<file path="config.mk">
export PLATFORM = sky130hd
export DESIGN_NAME = dma_steal_ctrl
export DESIGN_NICKNAME = d
export VERILOG_FILES = /design/src/rtl/dma_steal_pkg.sv /design/src/rtl/dma_regfile.sv /design/src/rtl/dma_path.sv /design/src/rtl/dma_seq.sv /design/src/rtl/dma_steal_ctrl.sv
export SDC_FILE = /design/constraint.sdc
export NUM_CORES = 1
export LEC_CHECK = 0
export BUFFER_PORTS_ARGS = -buffer_cell sky130_fd_sc_hd__clkbuf_2
export CAP_MARGIN = 5
export CORE_ASPECT_RATIO = 1.75
export CORE_UTILIZATION = 57
export DETAILED_ROUTE_END_ITERATION = 8
export PLACE_DENSITY = 0.95
export SYNTH_ARGS = -nofsm -noshare
export SYNTH_HDL_FRONTEND = slang
export SYNTH_SLANG_ARGS = --single-unit
export TNS_END_PERCENT = 20
</file>
<file path="constraint.sdc">
create_clock -name clk -period 2.68 [get_ports clk]
set_input_delay 0.402 -clock clk [delete_from_list [all_inputs] [get_ports clk]]
set_output_delay 0.402 -clock clk [all_outputs]
set_load 0.1 [all_outputs]
</file>
<file path="src/rtl/dma_steal_pkg.sv">
package dma_steal_pkg;

    typedef enum logic [2:0] {
        ST_IDLE,
        ST_WAIT_DEV,
        ST_REQ,
        ST_CYCLE,
        ST_GAP,
        ST_DONE
    } eng_state_e;

    typedef enum logic {
        DIR_DEV2MEM = 1'b0,
        DIR_MEM2DEV = 1'b1
    } dir_e;

    localparam logic [2:0] RA_CTRL = 3'd0;
    localparam logic [2:0] RA_DEV  = 3'd1;
    localparam logic [2:0] RA_MEM  = 3'd2;
    localparam logic [2:0] RA_CNT  = 3'd3;
    localparam logic [2:0] RA_STAT = 3'd4;

    localparam int CTRL_START_BIT = 0;
    localparam int CTRL_DIR_BIT   = 1;
    localparam int STAT_BUSY_BIT  = 0;
    localparam int STAT_IRQ_BIT   = 1;

    // Zero-extending placement of a narrow field into a register word.
    function automatic logic [63:0] widen(input logic [63:0] v);
        return v;
    endfunction

endpackage

</file>
<file path="src/rtl/dma_regfile.sv">
module dma_regfile
    import dma_steal_pkg::*;
#(
    parameter int RW = 16,
    parameter int AW = 16,
    parameter int CW = 16,
    parameter int PW = 8
) (
    input  logic          clk,
    input  logic          rst,
    input  logic          cfg_we,
    input  logic [2:0]    cfg_addr,
    input  logic [RW-1:0] cfg_wdata,
    output logic [RW-1:0] cfg_rdata,
    input  logic          busy,
    input  logic          done,
    output logic          start,
    output dir_e          dir,
    output logic [PW-1:0] dev_addr,
    output logic [AW-1:0] mem_addr,
    output logic [CW-1:0] word_cnt,
    output logic          irq
);

    logic wr_ctrl, wr_stat, irq_clear;

    assign wr_ctrl   = cfg_we && (cfg_addr == RA_CTRL);
    assign wr_stat   = cfg_we && (cfg_addr == RA_STAT);
    assign irq_clear = wr_stat && cfg_wdata[STAT_IRQ_BIT];
    assign start     = wr_ctrl && cfg_wdata[CTRL_START_BIT] && !busy;

    always_ff @(posedge clk) begin
        if (rst) begin
            dir      <= DIR_DEV2MEM;
            dev_addr <= '0;
            mem_addr <= '0;
            word_cnt <= '0;
            irq      <= 1'b0;
        end else begin
            if (cfg_we && !busy) begin
                case (cfg_addr)
                    RA_CTRL: dir      <= dir_e'(cfg_wdata[CTRL_DIR_BIT]);
                    RA_DEV:  dev_addr <= cfg_wdata[PW-1:0];
                    RA_MEM:  mem_addr <= cfg_wdata[AW-1:0];
                    RA_CNT:  word_cnt <= cfg_wdata[CW-1:0];
                    default: ;
                endcase
            end
            if (done)
                irq <= 1'b1;
            else if (irq_clear)
                irq <= 1'b0;
        end
    end

    always_comb begin
        cfg_rdata = '0;
        case (cfg_addr)
            RA_CTRL: cfg_rdata[CTRL_DIR_BIT] = dir;
            RA_DEV:  cfg_rdata[PW-1:0]       = dev_addr;
            RA_MEM:  cfg_rdata[AW-1:0]       = mem_addr;
            RA_CNT:  cfg_rdata[CW-1:0]       = word_cnt;
            RA_STAT: begin
                cfg_rdata[STAT_BUSY_BIT] = busy;
                cfg_rdata[STAT_IRQ_BIT]  = irq;
            end
            default: cfg_rdata = '0;
        endcase
    end

    // parameters cannot move while a job runs
    p_param_hold_r8: assert property (@(posedge clk) disable iff (rst)
        busy |=> ($stable(mem_addr) && $stable(word_cnt) && $stable(dev_addr) && $stable(dir)));

    // interrupt only falls through an explicit clear
    p_irq_hold_r9: assert property (@(posedge clk) disable iff (rst)
        (irq && !irq_clear) |=> irq);

endmodule

</file>
<file path="src/rtl/dma_path.sv">
module dma_path #(
    parameter int DW = 16,
    parameter int AW = 16,
    parameter int CW = 16
) (
    input  logic          clk,
    input  logic          rst,
    input  logic          load,
    input  logic [AW-1:0] load_addr,
    input  logic [CW-1:0] load_cnt,
    input  logic          cap_dev,
    input  logic [DW-1:0] dev_word,
    input  logic          cap_bus,
    input  logic [DW-1:0] bus_word,
    input  logic          step,
    output logic [AW-1:0] addr_q,
    output logic [DW-1:0] data_q,
    output logic          cnt_zero
);

    logic [CW-1:0] cnt_q;

    always_ff @(posedge clk) begin
        if (rst) begin
            addr_q <= '0;
            cnt_q  <= '0;
        end else if (load) begin
            addr_q <= load_addr;
            cnt_q  <= load_cnt;
        end else if (step) begin
            addr_q <= addr_q + AW'(1);
            cnt_q  <= cnt_q - CW'(1);
        end
    end

    always_ff @(posedge clk) begin
        if (rst)
            data_q <= '0;
        else if (cap_dev)
            data_q <= dev_word;
        else if (cap_bus)
            data_q <= bus_word;
    end

    assign cnt_zero = (cnt_q == '0);

    // a word is never moved when nothing remains
    p_no_underflow_r3: assert property (@(posedge clk) disable iff (rst)
        step |-> !cnt_zero);

    p_single_capture_r4: assert property (@(posedge clk) disable iff (rst)
        !(cap_dev && cap_bus));

endmodule

</file>
<file path="src/rtl/dma_seq.sv">
module dma_seq
    import dma_steal_pkg::*;
(
    input  logic clk,
    input  logic rst,
    input  logic start,
    input  dir_e dir_in,
    input  logic zero_len,
    input  logic per_req,
    input  logic bus_grant,
    input  logic cnt_zero,
    output logic load,
    output logic cap_dev,
    output logic cap_bus,
    output logic step,
    output logic bus_req,
    output logic bus_rd,
    output logic bus_wr,
    output logic per_ack,
    output logic busy,
    output logic done
);

    eng_state_e state, state_nx;
    dir_e       dir_q;

    always_ff @(posedge clk) begin
        if (rst) begin
            state <= ST_IDLE;
            dir_q <= DIR_DEV2MEM;
        end else begin
            state <= state_nx;
            if (load) dir_q <= dir_in;
        end
    end

    always_comb begin
        state_nx = state;
        case (state)
            ST_IDLE:     if (start) state_nx = zero_len ? ST_DONE : ST_WAIT_DEV;
            ST_WAIT_DEV: if (per_req) state_nx = ST_REQ;
            ST_REQ:      if (bus_grant) state_nx = ST_CYCLE;
            ST_CYCLE:    state_nx = ST_GAP;
            ST_GAP:      state_nx = cnt_zero ? ST_DONE : ST_WAIT_DEV;
            ST_DONE:     state_nx = ST_IDLE;
            default:     state_nx = ST_IDLE;
        endcase
    end

    assign load    = (state == ST_IDLE) && start;
    assign cap_dev = (state == ST_WAIT_DEV) && per_req && (dir_q == DIR_DEV2MEM);
    assign bus_req = (state == ST_REQ) || (state == ST_CYCLE);
    assign bus_rd  = (state == ST_CYCLE) && (dir_q == DIR_MEM2DEV);
    assign bus_wr  = (state == ST_CYCLE) && (dir_q == DIR_DEV2MEM);
    assign cap_bus = bus_rd;
    assign step    = (state == ST_CYCLE);
    assign per_ack = (state == ST_GAP);
    assign busy    = (state != ST_IDLE);
    assign done    = (state == ST_DONE);

    // strobes only under a held grant, never both
    p_one_cmd_r5: assert property (@(posedge clk) disable iff (rst)
        !(bus_rd && bus_wr));
    p_cyc_granted_r5: assert property (@(posedge clk) disable iff (rst)
        (bus_rd || bus_wr) |-> (bus_grant && bus_req));
    // bus released right after each word
    p_gap_r6: assert property (@(posedge clk) disable iff (rst)
        (bus_rd || bus_wr) |=> !bus_req);
    // acknowledge is a single-cycle pulse
    p_ack_pulse_r7: assert property (@(posedge clk) disable iff (rst)
        per_ack |=> !per_ack);
    // completion leaves the engine idle
    p_done_idle_r9: assert property (@(posedge clk) disable iff (rst)
        done |=> !busy);
    // no request unless the peripheral asked
    p_wait_dev_r12: assert property (@(posedge clk) disable iff (rst)
        (state == ST_WAIT_DEV && !per_req) |=> !bus_req);

endmodule

</file>
<file path="src/rtl/dma_steal_ctrl.sv">
module dma_steal_ctrl
    import dma_steal_pkg::*;
#(
    parameter int DW = 16,
    parameter int AW = 16,
    parameter int CW = 16,
    parameter int PW = 8
) (
    input  logic          clk,
    input  logic          rst,
    input  logic          cfg_we,
    input  logic [2:0]    cfg_addr,
    input  logic [DW-1:0] cfg_wdata,
    output logic [DW-1:0] cfg_rdata,
    input  logic          per_req,
    input  logic [DW-1:0] per_rdata,
    output logic          per_ack,
    output logic [PW-1:0] per_addr,
    output logic [DW-1:0] per_wdata,
    output logic          bus_req,
    input  logic          bus_grant,
    output logic [AW-1:0] bus_addr,
    output logic          bus_rd,
    output logic          bus_wr,
    output logic [DW-1:0] bus_wdata,
    input  logic [DW-1:0] bus_rdata,
    output logic          irq
);

    logic          start, busy, done;
    dir_e          dir;
    logic [AW-1:0] mem_addr;
    logic [CW-1:0] word_cnt;
    logic          load, cap_dev, cap_bus, step, cnt_zero;
    logic [AW-1:0] addr_q;
    logic [DW-1:0] data_q;

    dma_regfile #(.RW(DW), .AW(AW), .CW(CW), .PW(PW)) u_regs (
        .clk(clk), .rst(rst),
        .cfg_we(cfg_we), .cfg_addr(cfg_addr), .cfg_wdata(cfg_wdata), .cfg_rdata(cfg_rdata),
        .busy(busy), .done(done), .start(start), .dir(dir),
        .dev_addr(per_addr), .mem_addr(mem_addr), .word_cnt(word_cnt), .irq(irq)
    );

    dma_seq u_seq (
        .clk(clk), .rst(rst),
        .start(start), .dir_in(dir), .zero_len(word_cnt == '0),
        .per_req(per_req), .bus_grant(bus_grant), .cnt_zero(cnt_zero),
        .load(load), .cap_dev(cap_dev), .cap_bus(cap_bus), .step(step),
        .bus_req(bus_req), .bus_rd(bus_rd), .bus_wr(bus_wr),
        .per_ack(per_ack), .busy(busy), .done(done)
    );

    dma_path #(.DW(DW), .AW(AW), .CW(CW)) u_path (
        .clk(clk), .rst(rst),
        .load(load), .load_addr(mem_addr), .load_cnt(word_cnt),
        .cap_dev(cap_dev), .dev_word(per_rdata),
        .cap_bus(cap_bus), .bus_word(bus_rdata),
        .step(step),
        .addr_q(addr_q), .data_q(data_q), .cnt_zero(cnt_zero)
    );

    assign bus_addr  = addr_q;
    assign bus_wdata = data_q;
    assign per_wdata = data_q;

endmodule

</file>
=== Word-level counts from Yosys, hierarchy flattened ===
Cells that the tools add are included.

* Register bits after elaboration: 94
* Output and inout port bits: 77
* Bits of input ports: 56
* Logic and storage cells: 69

* Equality and inequality tests: 12
* Mux-type cells: 18
* Reduce and logical (&&, ||, !) cells: 26
* Bitwise gates (word level): 1
* $add $sub $neg: 2

{| class="wikitable"
|+ Operator list
! kind !! number
|-
| 2-to-1 mux 16 bit || 6
|-
| zero test 16 bit || 2
|-
| one-hot mux 6 bit (3 select lines) || 1
|-
| adder 16 x 1 -> 16 bit (second input constant) || 1
|-
| one-hot mux 8 bit (2 select lines) || 1
|-
| subtractor 16 x 1 -> 16 bit (second input constant) || 1
|-
| 2-to-1 mux 3 bit || 5
|-
| one-hot mux 3 bit (5 select lines) || 1
|-
| equality test 3 x 2 -> 1 bit (second input constant) || 4
|-
| logical AND 1 bit || 11
|-
| equality test 3 bit (second input constant) || 3
|-
| AND reduction 2 bit || 4
|-
| equality test 3 x 1 -> 1 bit (second input constant) || 2
|-
| zero test 3 bit || 2
|-
| nonzero test 2 bit || 3
|-
| one-hot mux 1 bit (5 select lines) || 1
|-
| inequality test 2 bit (second input constant) || 2
|-
| one-hot mux 1 bit (4 select lines) || 1
|-
| AND reduction 3 bit || 1
|-
| nonzero test 3 bit || 1
|-
| 2-to-1 mux 1 bit || 2
|-
| inequality test 2 x 1 -> 1 bit (second input constant) || 1
|-
| zero test 1 bit || 1
|-
| logical OR 1 bit || 1
|-
| NOT 1 bit || 1
|}

=== Logic depth before layout (Yosys ltp) ===
Gate-level depths: netlist (run 1).

* Word-level depth: 6
* Mapped depth: 8
* Mapped depth without buffers: 6

=== Modules after synthesis ===
From an unflattened synthesis (run 1), not the netlist that was laid out.

* Cell total of the unflattened synthesis: 562
* Area total of the unflattened synthesis: 4994.8 µm²

{| class="wikitable"
|+ By module, submodules not included
! module !! times used !! area each (µm²) !! cells an instance !! seq. area each (µm²)
|-
| dma_path || 1 || 2454.9 || 293 || 960.9
|-
| dma_regfile || 1 || 2118.3 || 217 || 840.8
|-
| dma_seq || 1 || 267.8 || 31 || 80.1
|-
| dma_steal_ctrl || 1 || 153.9 || 21 || 0.0
|}

=== Worst setup path after synthesis (run 1) ===
Ideal clock, no wire load.

* Path kind: flip-flop to flip-flop
* Start point: reg u_seq.state[2]
* End point: reg u_seq.state[2]
* Cell stages (with the launch flop): 6
* Clock period less this slack: 3.644 ns
* Buffers on the path: 1
* Arrival: 3.538 ns
* Library setup time: 0.106 ns
* Required time: 2.574 ns
* Path slack: -0.964 ns
* Path through: dfxtp_1 clkbuf_1 nor3b_1 nor2b_1 nand4_1 a2111oi_2

* Elaborated cells between the ends (all ways): 13
* Those cells by class: eq/ne (7); mux (1); reduce/logical (5)

{| class="wikitable"
|+ RTL lines
! what !! line !! text
|-
| start: declaration || dma_seq.sv:24 || <nowiki>eng_state_e state, state_nx;</nowiki>
|-
| start signal: assignment || dma_seq.sv:32 || <nowiki>state <= state_nx;</nowiki>
|-
| equality test 3 bit || -- ||
|-
| via per_ack || dma_steal_ctrl.sv:17 || <nowiki>output logic per_ack,</nowiki>
|-
| one-hot mux 3 bit (5 select lines) || dma_seq.sv:39 || <nowiki>case (state)</nowiki>
|}

The timed path passes the listed nets, and every way through them passes these cells.
A chain may end at the register's enable or synchronous reset.

=== Worst setup path in the final report (run 1) ===
* Start point: reg u_seq.state[0]
* End point: out bus_rd

* Longest elaborated chain between the ends: 2

{| class="wikitable"
|+ RTL lines
! what !! line !! text
|-
| equality test 3 x 2 -> 1 bit || dma_seq.sv:53 || <nowiki>assign bus_rd = (state == ST_CYCLE) && (dir_q == DIR_MEM2DEV);</nowiki>
|-
| logical AND 1 bit || dma_seq.sv:53 ||
|-
| end: declaration || dma_steal_ctrl.sv:23 || <nowiki>output logic bus_rd,</nowiki>
|}

No other way between the ends.

==> results of run 1 <==
-- path summary, 6_finish.rpt --
kind                                                    start  depth (start not counted)  slack, ns                             end
worst max-delay path              u_seq.state[0]$_SDFFE_PP0P_                          4       0.17                          bus_rd
worst min-delay path                            bus_rdata[14]                          3       0.29  u_path.data_q[14]$_SDFFE_PP0P_
worst max register to register    u_seq.state[0]$_SDFFE_PP0P_                          4       0.44  u_path.addr_q[10]$_SDFFE_PP0P_
worst min register to register  u_path.data_q[3]$_SDFFE_PP0P_                          2       0.48   u_path.data_q[3]$_SDFFE_PP0P_
-- where the power goes --
group	leakage (nW)	switching (mW)	total, mW	internal, mW
Clock	0.139	0.556	1.29	0.729
Sequential	0.759	0.0607	1.50	1.44
Combinational	1.57	0.508	0.671	0.162
Total	2.47	1.12	3.46	2.33
-- layer usage --
layer,global-route usage [%],up-vias,part of all wire (%)
li1,-,2262,-
met1,32.8,2259,35
met2,59.1,295,52
met3,6.93,82,6.4
met4,22.8,0,6.0
met5,0,-,0
-- area by class of cell --
class | instances | area share [%]
multi-input combinational | 409 | 45.2
sequential | 94 | 32.5
timing repair buffer | 141 | 14.7
clock buffer | 10 | 3.96
tap | 92 | 1.99
clock inverter | 6 | 1.23
inverter | 7 | 0.454
-- critical path: cells and delay by family, from the launching register on --
family	cells	cell delay [ns]
buffers and inverters	2	0.54
flip-flops	1	0.64
AND/OR/NAND/NOR	2	0.57
-- cell families after synthesis --
| logic type | Yosys count | share of synthesized area [%] |
|---|---|---|
| flops | 94 | 39.1 |
| mux | 61 | 12.9 |
| xor+xnor | 1 | 0.182 |
| fa+ha+maj | 2 | 0.520 |
| compound gates | 116 | 16.6 |
| buf+inv | 62 | 6.64 |
| simple gates | 229 | 24.0 |
-- stage by stage --
stage | util, % | worst slack [ns] | cells | power (mW)
floorplan | - | -0.495 | 565 | 2.06
global placement | 66.5 | 0.608 | 743 | 2.18
detailed placement | 66.5 | 0.499 | 743 | 2.19
CTS | 70.1 | 0.201 | 759 | 3.46
global route | 70.1 | 0.0318 | 759 | 3.56
finish | 70.1 | 0.168 | 759 | 3.46
-- layout by cell type, fill, tap and decap left out, drive strengths merged, types with 8 or more instances in the layout --
cell type,synthesis,layout
a31oi,19,19
nand4,9,9
nor3,11,11
buf,32,17
nor2,89,89
dfxtp,94,94
mux2i,55,55
o21ai,9,9
nand2,43,43
inv,7,8
clkbuf,23,134
nor4,9,9
a22oi,19,19
nand3,26,26
a21oi,29,29
a311oi,10,10
-- sequential cells by signal (all words and copies together) (netlist names) --
name,count
u_path.addr_q,16
u_path.cnt_q,16
u_path.data_q,16
u_regs.mem_addr,16
u_regs.word_cnt,16
u_regs.dev_addr,8
u_seq.state,3
u_regs.dir,1
u_regs.irq,1
u_seq.dir_q,1
==> results.md, run 1 <==
- The total count of hold-check failures in the final report was 0.
- The critical path goes through and3b_1 > nand2_2 > inv_2 > buf_12.
- Setup repair after global routing left no endpoint under its margin.
- The clock latency reported for the late side of the worst-skew pair is 0.35 ns.
- Yosys mapped a number of flops with a built-in enable equal to 0.
- The final layout contains 720 nets.
- In the final routed layout, each cell accounts on average for 18.7 um.
- The endpoint required time on the critical path is 2.28 ns.
- Yosys printed 0 warnings.
- The synthesized design devotes to its leading area cell type 39.1% of total area.
- The cell area reported after detailed placement is 5490 um^2.
- The number of setup violations in the final report is 0.
- IR analysis of the VDD net gives a maximum drop of 461 uV.
- The clock tree root buffer cell is sky130_fd_sc_hd__clkbuf_16.
- The floorplan step set the die height to 124 um.
- The cell taking the most area after synthesis is sky130_fd_sc_hd__dfxtp_1.
- At the end of routability-driven placement, the weighted congestion stood at 0.939.
- The count of routing violations after the opening detailed-route iteration is 454.
- STA classifies the critical path startpoint as a register.
- The number of buffers inserted during clock tree synthesis is 9.
- In the final layout, the multi-input gates occupy 2620 um^2.
- The critical path's largest stage delay is 0.64 ns.
- The cell area after layout is 5790 um^2.
- Counting flops with an async set or reset pin after synthesis yields a share of 0%.
- After routing, the total negative slack on setup checks comes to 0 ns.
- The fraction of final layout cells sized beyond drive strength 1 is 26.5%.
- The upper clock frequency limit is 398 MHz.
- The storage element area is 1880 um^2.
- In this run the mean area of a mapped cell was 8.51 um^2.
- The worst setup path is of the reg -> out kind.
- Yosys attributes the largest share of cell area to sky130_fd_sc_hd__dfxtp_1 (39%), sky130_fd_sc_hd__mux2i_1 (11%), sky130_fd_sc_hd__nor2_1 (6.9%), sky130_fd_sc_hd__nand2_1 (3.3%), sky130_fd_sc_hd__a21oi_1 (3.0%).
- Dividing total power by cell area gives a power density of 597 nW/um^2.
- The area growth from synthesis to layout is 20.4%.
- The filler cells instantiated in the layout total 620.
- The highest fanout seen on the critical path is 17.
- The final wirelength is 14200 um.
- The wire length of the first global-routing pass is 22300 um.
- In this run the static leakage power is 2.47 nW.
- Global routing finished with a remaining overflow of 0.
- The path class of the tightest hold or removal check is in -> reg.
- The overall fraction of global-route tracks in use is 32.6%.
- The data arrival at the endpoint of the critical path is 2.11 ns.
- Entering global routing, the biggest net connects 45 pins.
- The initial antenna violation count is 0.
- Buffers placed on the I/O ports in this run total 132.
- The CTS sink count is 94.
- In the synthesized netlist, the cells that appear most often are sky130_fd_sc_hd__dfxtp_1 (94), sky130_fd_sc_hd__nor2_1 (89), sky130_fd_sc_hd__mux2i_1 (55).
- The flow ran to the end, and the final reports show no timing, DRC or antenna violations.
- The clock arrives with 0.00721 ns of skew.
- Across the run, the number of max-cap violations was 0.
- The floorplan step defined a die boundary enclosing 8820 um^2.
- Dividing the final minimum period by the clock period gives 93.7%.
- The longest clock path from root to sink contains 2 buffers.
- In this run the post-CTS setup repair buffer count came out at 0.
- The area of the core is 8260 um^2.
- The max-slew violation count is 0.
- The number of nets with antenna violations after routing is 0.
- The detailed-router iteration count before antenna repair is 5.
- The die width is 71.4 um.
- The starting density of the core is 58.2%.
- The number of nets produced by synthesis is 623.
- The tightest hold path in the finished design has a slack of 0.294 ns.
- By instance count, the leading cell after synthesis is sky130_fd_sc_hd__dfxtp_1.
- The synthesized area is 4810 um^2.
- The number of library cell types mapped by synthesis is 54.
- After clock tree synthesis, the repair step resized 0 gates.
- In this run, post-CTS hold repair placed 0 buffers.
- The worst path needs 2.51 ns of the cycle, external delays included.
- The share of synthesized area occupied by flip-flops and latches is 39.1%.
- The total of flip-flops plus latches after synthesis is 94.
- The max-slew headroom at the worst pin is 30.0%.
- The slowest stage cell on the critical path is sky130_fd_sc_hd__dfxtp_1.
- After technology mapping, the gate count stands at 565.
- Detailed routing inserted a total of 4898 vias.
- The nature of the critical path endpoint is a primary output.
- 133 I/O pins were placed.
- Row generation in the floorplan step produced 44 rows.
- For the pin with the worst max-slew slack, the measured transition is 1.05 ns.
- The clock tree from TritonCTS is done.
- The half-perimeter wire length of the detailed placement result is 10300 um.
- In the synthesized netlist the dominant register cell turns out to be sky130_fd_sc_hd__dfxtp_1.
- The via count of the first global-routing pass is 4720.
- Clock-pin slew was measured on the worst setup and hold paths at 0.07 ns.
- After detailed routing, the number of remaining DRC violations is 0.
- Dividing the detail-routed via count by the number of cells gives 6.45.
- The number of antenna diodes in the final layout is 0.
- The number of H-tree levels is 3.
Note: power is estimated with default switching activity, not from simulation.
==> run 2, diff against run 1 <==
BUFFER_PORTS_ARGS = -buffer_cell sky130_fd_sc_hd__buf_2   (was -buffer_cell sky130_fd_sc_hd__clkbuf_2)
REMOVE_ABC_BUFFERS = 1   (was not set)
==> run 2 against run 1 <==
  * Sequential power about the same
  * Clock skew up 0.00053 ns
  * Register-to-register slack gained 0.17 ns
  * Utilization down 0.11 points
  * Via count shrank 0.33%
  * Critical endpoint unchanged
==> results.md, run 2 (same netlist as run 1, synthesis figures left out) <==
- The max-slew violation count is 0.
- The worst hold slack after final layout is 0.305 ns.
- The number of antenna diodes in the final layout is 0.
- The total count of hold-check failures in the final report is 0.
- The run finished with clean final reports.
- The internal power component is 2.37 mW.
- At the pin with the least slew margin, the transition time is 0.918 ns.
- The total setup buffers inserted after CTS is 0.
- The fraction of final layout cells sized beyond drive strength 1 is 26.3%.
- The instance count after placement with tap cells included is 742.
- The share of the clock period used by the worst path is 90.8%.
- The share of the core filled with cells in the final layout is 70.0%.
- The clock network fraction of total power is 37.9%.
- The area growth from synthesis to layout is 20.2%.
- The final setup TNS is 0 ns.
- On the final layout, the worst clock skew is 0.00774 ns.
- After layout, the worst setup slack is 0.248 ns.
- For this design the total switching power over the nets is 1.11 mW.
- The root buffer cell chosen for the clock tree is sky130_fd_sc_hd__clkbuf_16.
- The die width is 71.4 um.
- In this run, post-CTS hold repair placed 0 buffers.
- The classification of the worst-slack hold path is in -> reg.
- Across the run, the number of max-cap violations was 0.
- Leaving out fill and tap cells, the most frequent cells in the layout are sky130_fd_sc_hd__buf_2 (125), sky130_fd_sc_hd__dfxtp_1 (94), sky130_fd_sc_hd__nor2_1 (89).
- The endpoint required time on the critical path is 2.28 ns.
- The routed via count divided by cell count is 6.44.
- The number of nets with antenna violations after routing is 0.
- The share of power burned in combinational logic is 19.2%.
- The via count of the first global-routing pass was 4473.
- The number of buffers on the longest clock path is 2.
- In the final routed layout, each cell accounts on average for 18.0 um.
- The number of setup violations in the final report is 0.
- The worst setup path is launched from a register.
- The number of H-tree levels is 3.
- The routed design could run at a clock period as short as 2.43 ns.
- The die is 124 um tall.
- Net switching is 32.0% of the power.
- For this configuration, the core starts out at a cell density of 58.2%.
- Of all nets on the critical path, the largest fanout is 17.
- The first global-routing pass estimated 21300 um of wire.
- The die area is 8820 um^2.
- For this design the static power due to leakage is 2.51 nW.
- The max-slew headroom at the worst pin is 38.5%.
- For this block, the routed nets add up to 13600 um of wire.
- The critical path is of the reg -> out type.
- The total area inside the core boundary comes to 8260 um^2.
- The data arrival at the endpoint of the critical path is 2.03 ns.
- STA classifies the critical path endpoint as a primary output.
- At the placement stage, the worst setup path has a slack of 0.456 ns.
- The via count of the routed design is 4882.
- In this run, the number of DRC markers left after iteration 0 of detailed routing was 404.
- Global routing used 31.5% of the available tracks.
- The initialized floorplan defines 44 standard-cell rows.
- At the end of routability-driven placement, the weighted congestion stood at 0.923.
- Setup repair after global routing left no endpoint under its margin.
- The finished layout holds 758 standard cells, fillers aside.
- Entering global routing, the biggest net connects 95 pins.
- After the last flow step, the layout net total stands at 719.
- The initial antenna violation count is 0.
- Summed over all layers, the global routing overflow is 0.
- Pin placement for this block handled 133 I/O pins.
- The half-perimeter wire length of the detailed placement result is 9690 um.
- Dividing total power by cell area gives a power density of 604 nW/um^2.
- The upper clock frequency limit is 411 MHz.
- The clock drives 94 sinks.
- The first detailed-routing pass ran for 5 iterations.
- The number of buffers inserted during clock tree synthesis is 9.
- The clock-pin transition on the worst setup and hold timing paths is 0.06 ns.
- The post-cts resize count is 0.
- TritonCTS built the clock tree.
- The largest vdd supply drop is 568 uV.
- At the later pin of the worst-skew pair, clock insertion delay measures 0.36 ns.
- The remaining design rule violation count is 0.
- The commonest non-fill, non-tap cell in the layout is sky130_fd_sc_hd__buf_2.
- The share of total power dissipated in sequential elements is 42.9%.
- The number of buffers inserted by port buffering is 132.
==> run 2: cell types whose count changed in the layout (fill, tap and decap cells not counted), sizes merged <==
cell / change
buf: +123
clkbuf: -123
clkinv: -1
clkinvlp: +1
inv: -1
==> run 2: metal layers <==
metal / wire, um / part of all wire, % / global-route usage [%]
met1: 4970 / 37 / 33.2
met3: 837 / 6.1 / 6.44
met4: 804 / 5.9 / 24.1
met2: 7000 / 51 / 54.3
met5: 0 / 0 / 0
==> run 2: worst max-delay path: stages, from the launching register on <==
cell                      delay, ns
sky130_fd_sc_hd__dfxtp_1       0.59
sky130_fd_sc_hd__and3b_1       0.30
sky130_fd_sc_hd__nand2_2       0.22
sky130_fd_sc_hd__inv_2         0.32
sky130_fd_sc_hd__buf_12        0.22
==> run 2: final cells by class <==
| class | count | area, um^2 |
|---|---|---|
| inverter | 7 | 26.3 |
| tap | 92 | 115 |
| timing repair buffer | 140 | 838 |
| clock buffer | 11 | 253 |
| sequential | 94 | 1880 |
| fill | 603 | 2480 |
| clock inverter | 5 | 57.6 |
| multi-input combinational | 409 | 2610 |
==> run 2: path summary, 6_finish.rpt <==
| kind | end | startpoint | cells past startpoint | slack (ns) |
|---|---|---|---|---|
| max | bus_rd | u_seq.state[0]$_SDFFE_PP0P_ | 4 | 0.25 |
| min | u_regs.mem_addr[10]$_SDFFE_PP0P_ | cfg_wdata[10] | 3 | 0.31 |
| max reg2reg | u_path.cnt_q[9]$_SDFFE_PP0P_ | u_seq.state[0]$_SDFFE_PP0P_ | 4 | 0.61 |
| min reg2reg | u_path.data_q[3]$_SDFFE_PP0P_ | u_path.data_q[3]$_SDFFE_PP0P_ | 2 | 0.48 |
==> run 2: per-stage QoR <==
step,instance area (um^2),power [mW]
after floorplan,4520,2.00
after global placement,5470,2.17
after detailed placement,5470,2.19
after CTS,5780,3.49
after global routing,5780,3.60
final,5780,3.49
==> run 2: power groups by stage <==
stage / logic (mW) / registers (mW) / clock network, mW
CTS: 0.666 / 1.49 / 1.33
global placement: 0.651 / 1.52 / 0
global route: 0.702 / 1.50 / 1.40
detailed placement: 0.664 / 1.52 / 0
floorplan: 0.230 / 1.77 / 0
finish: 0.670 / 1.50 / 1.32
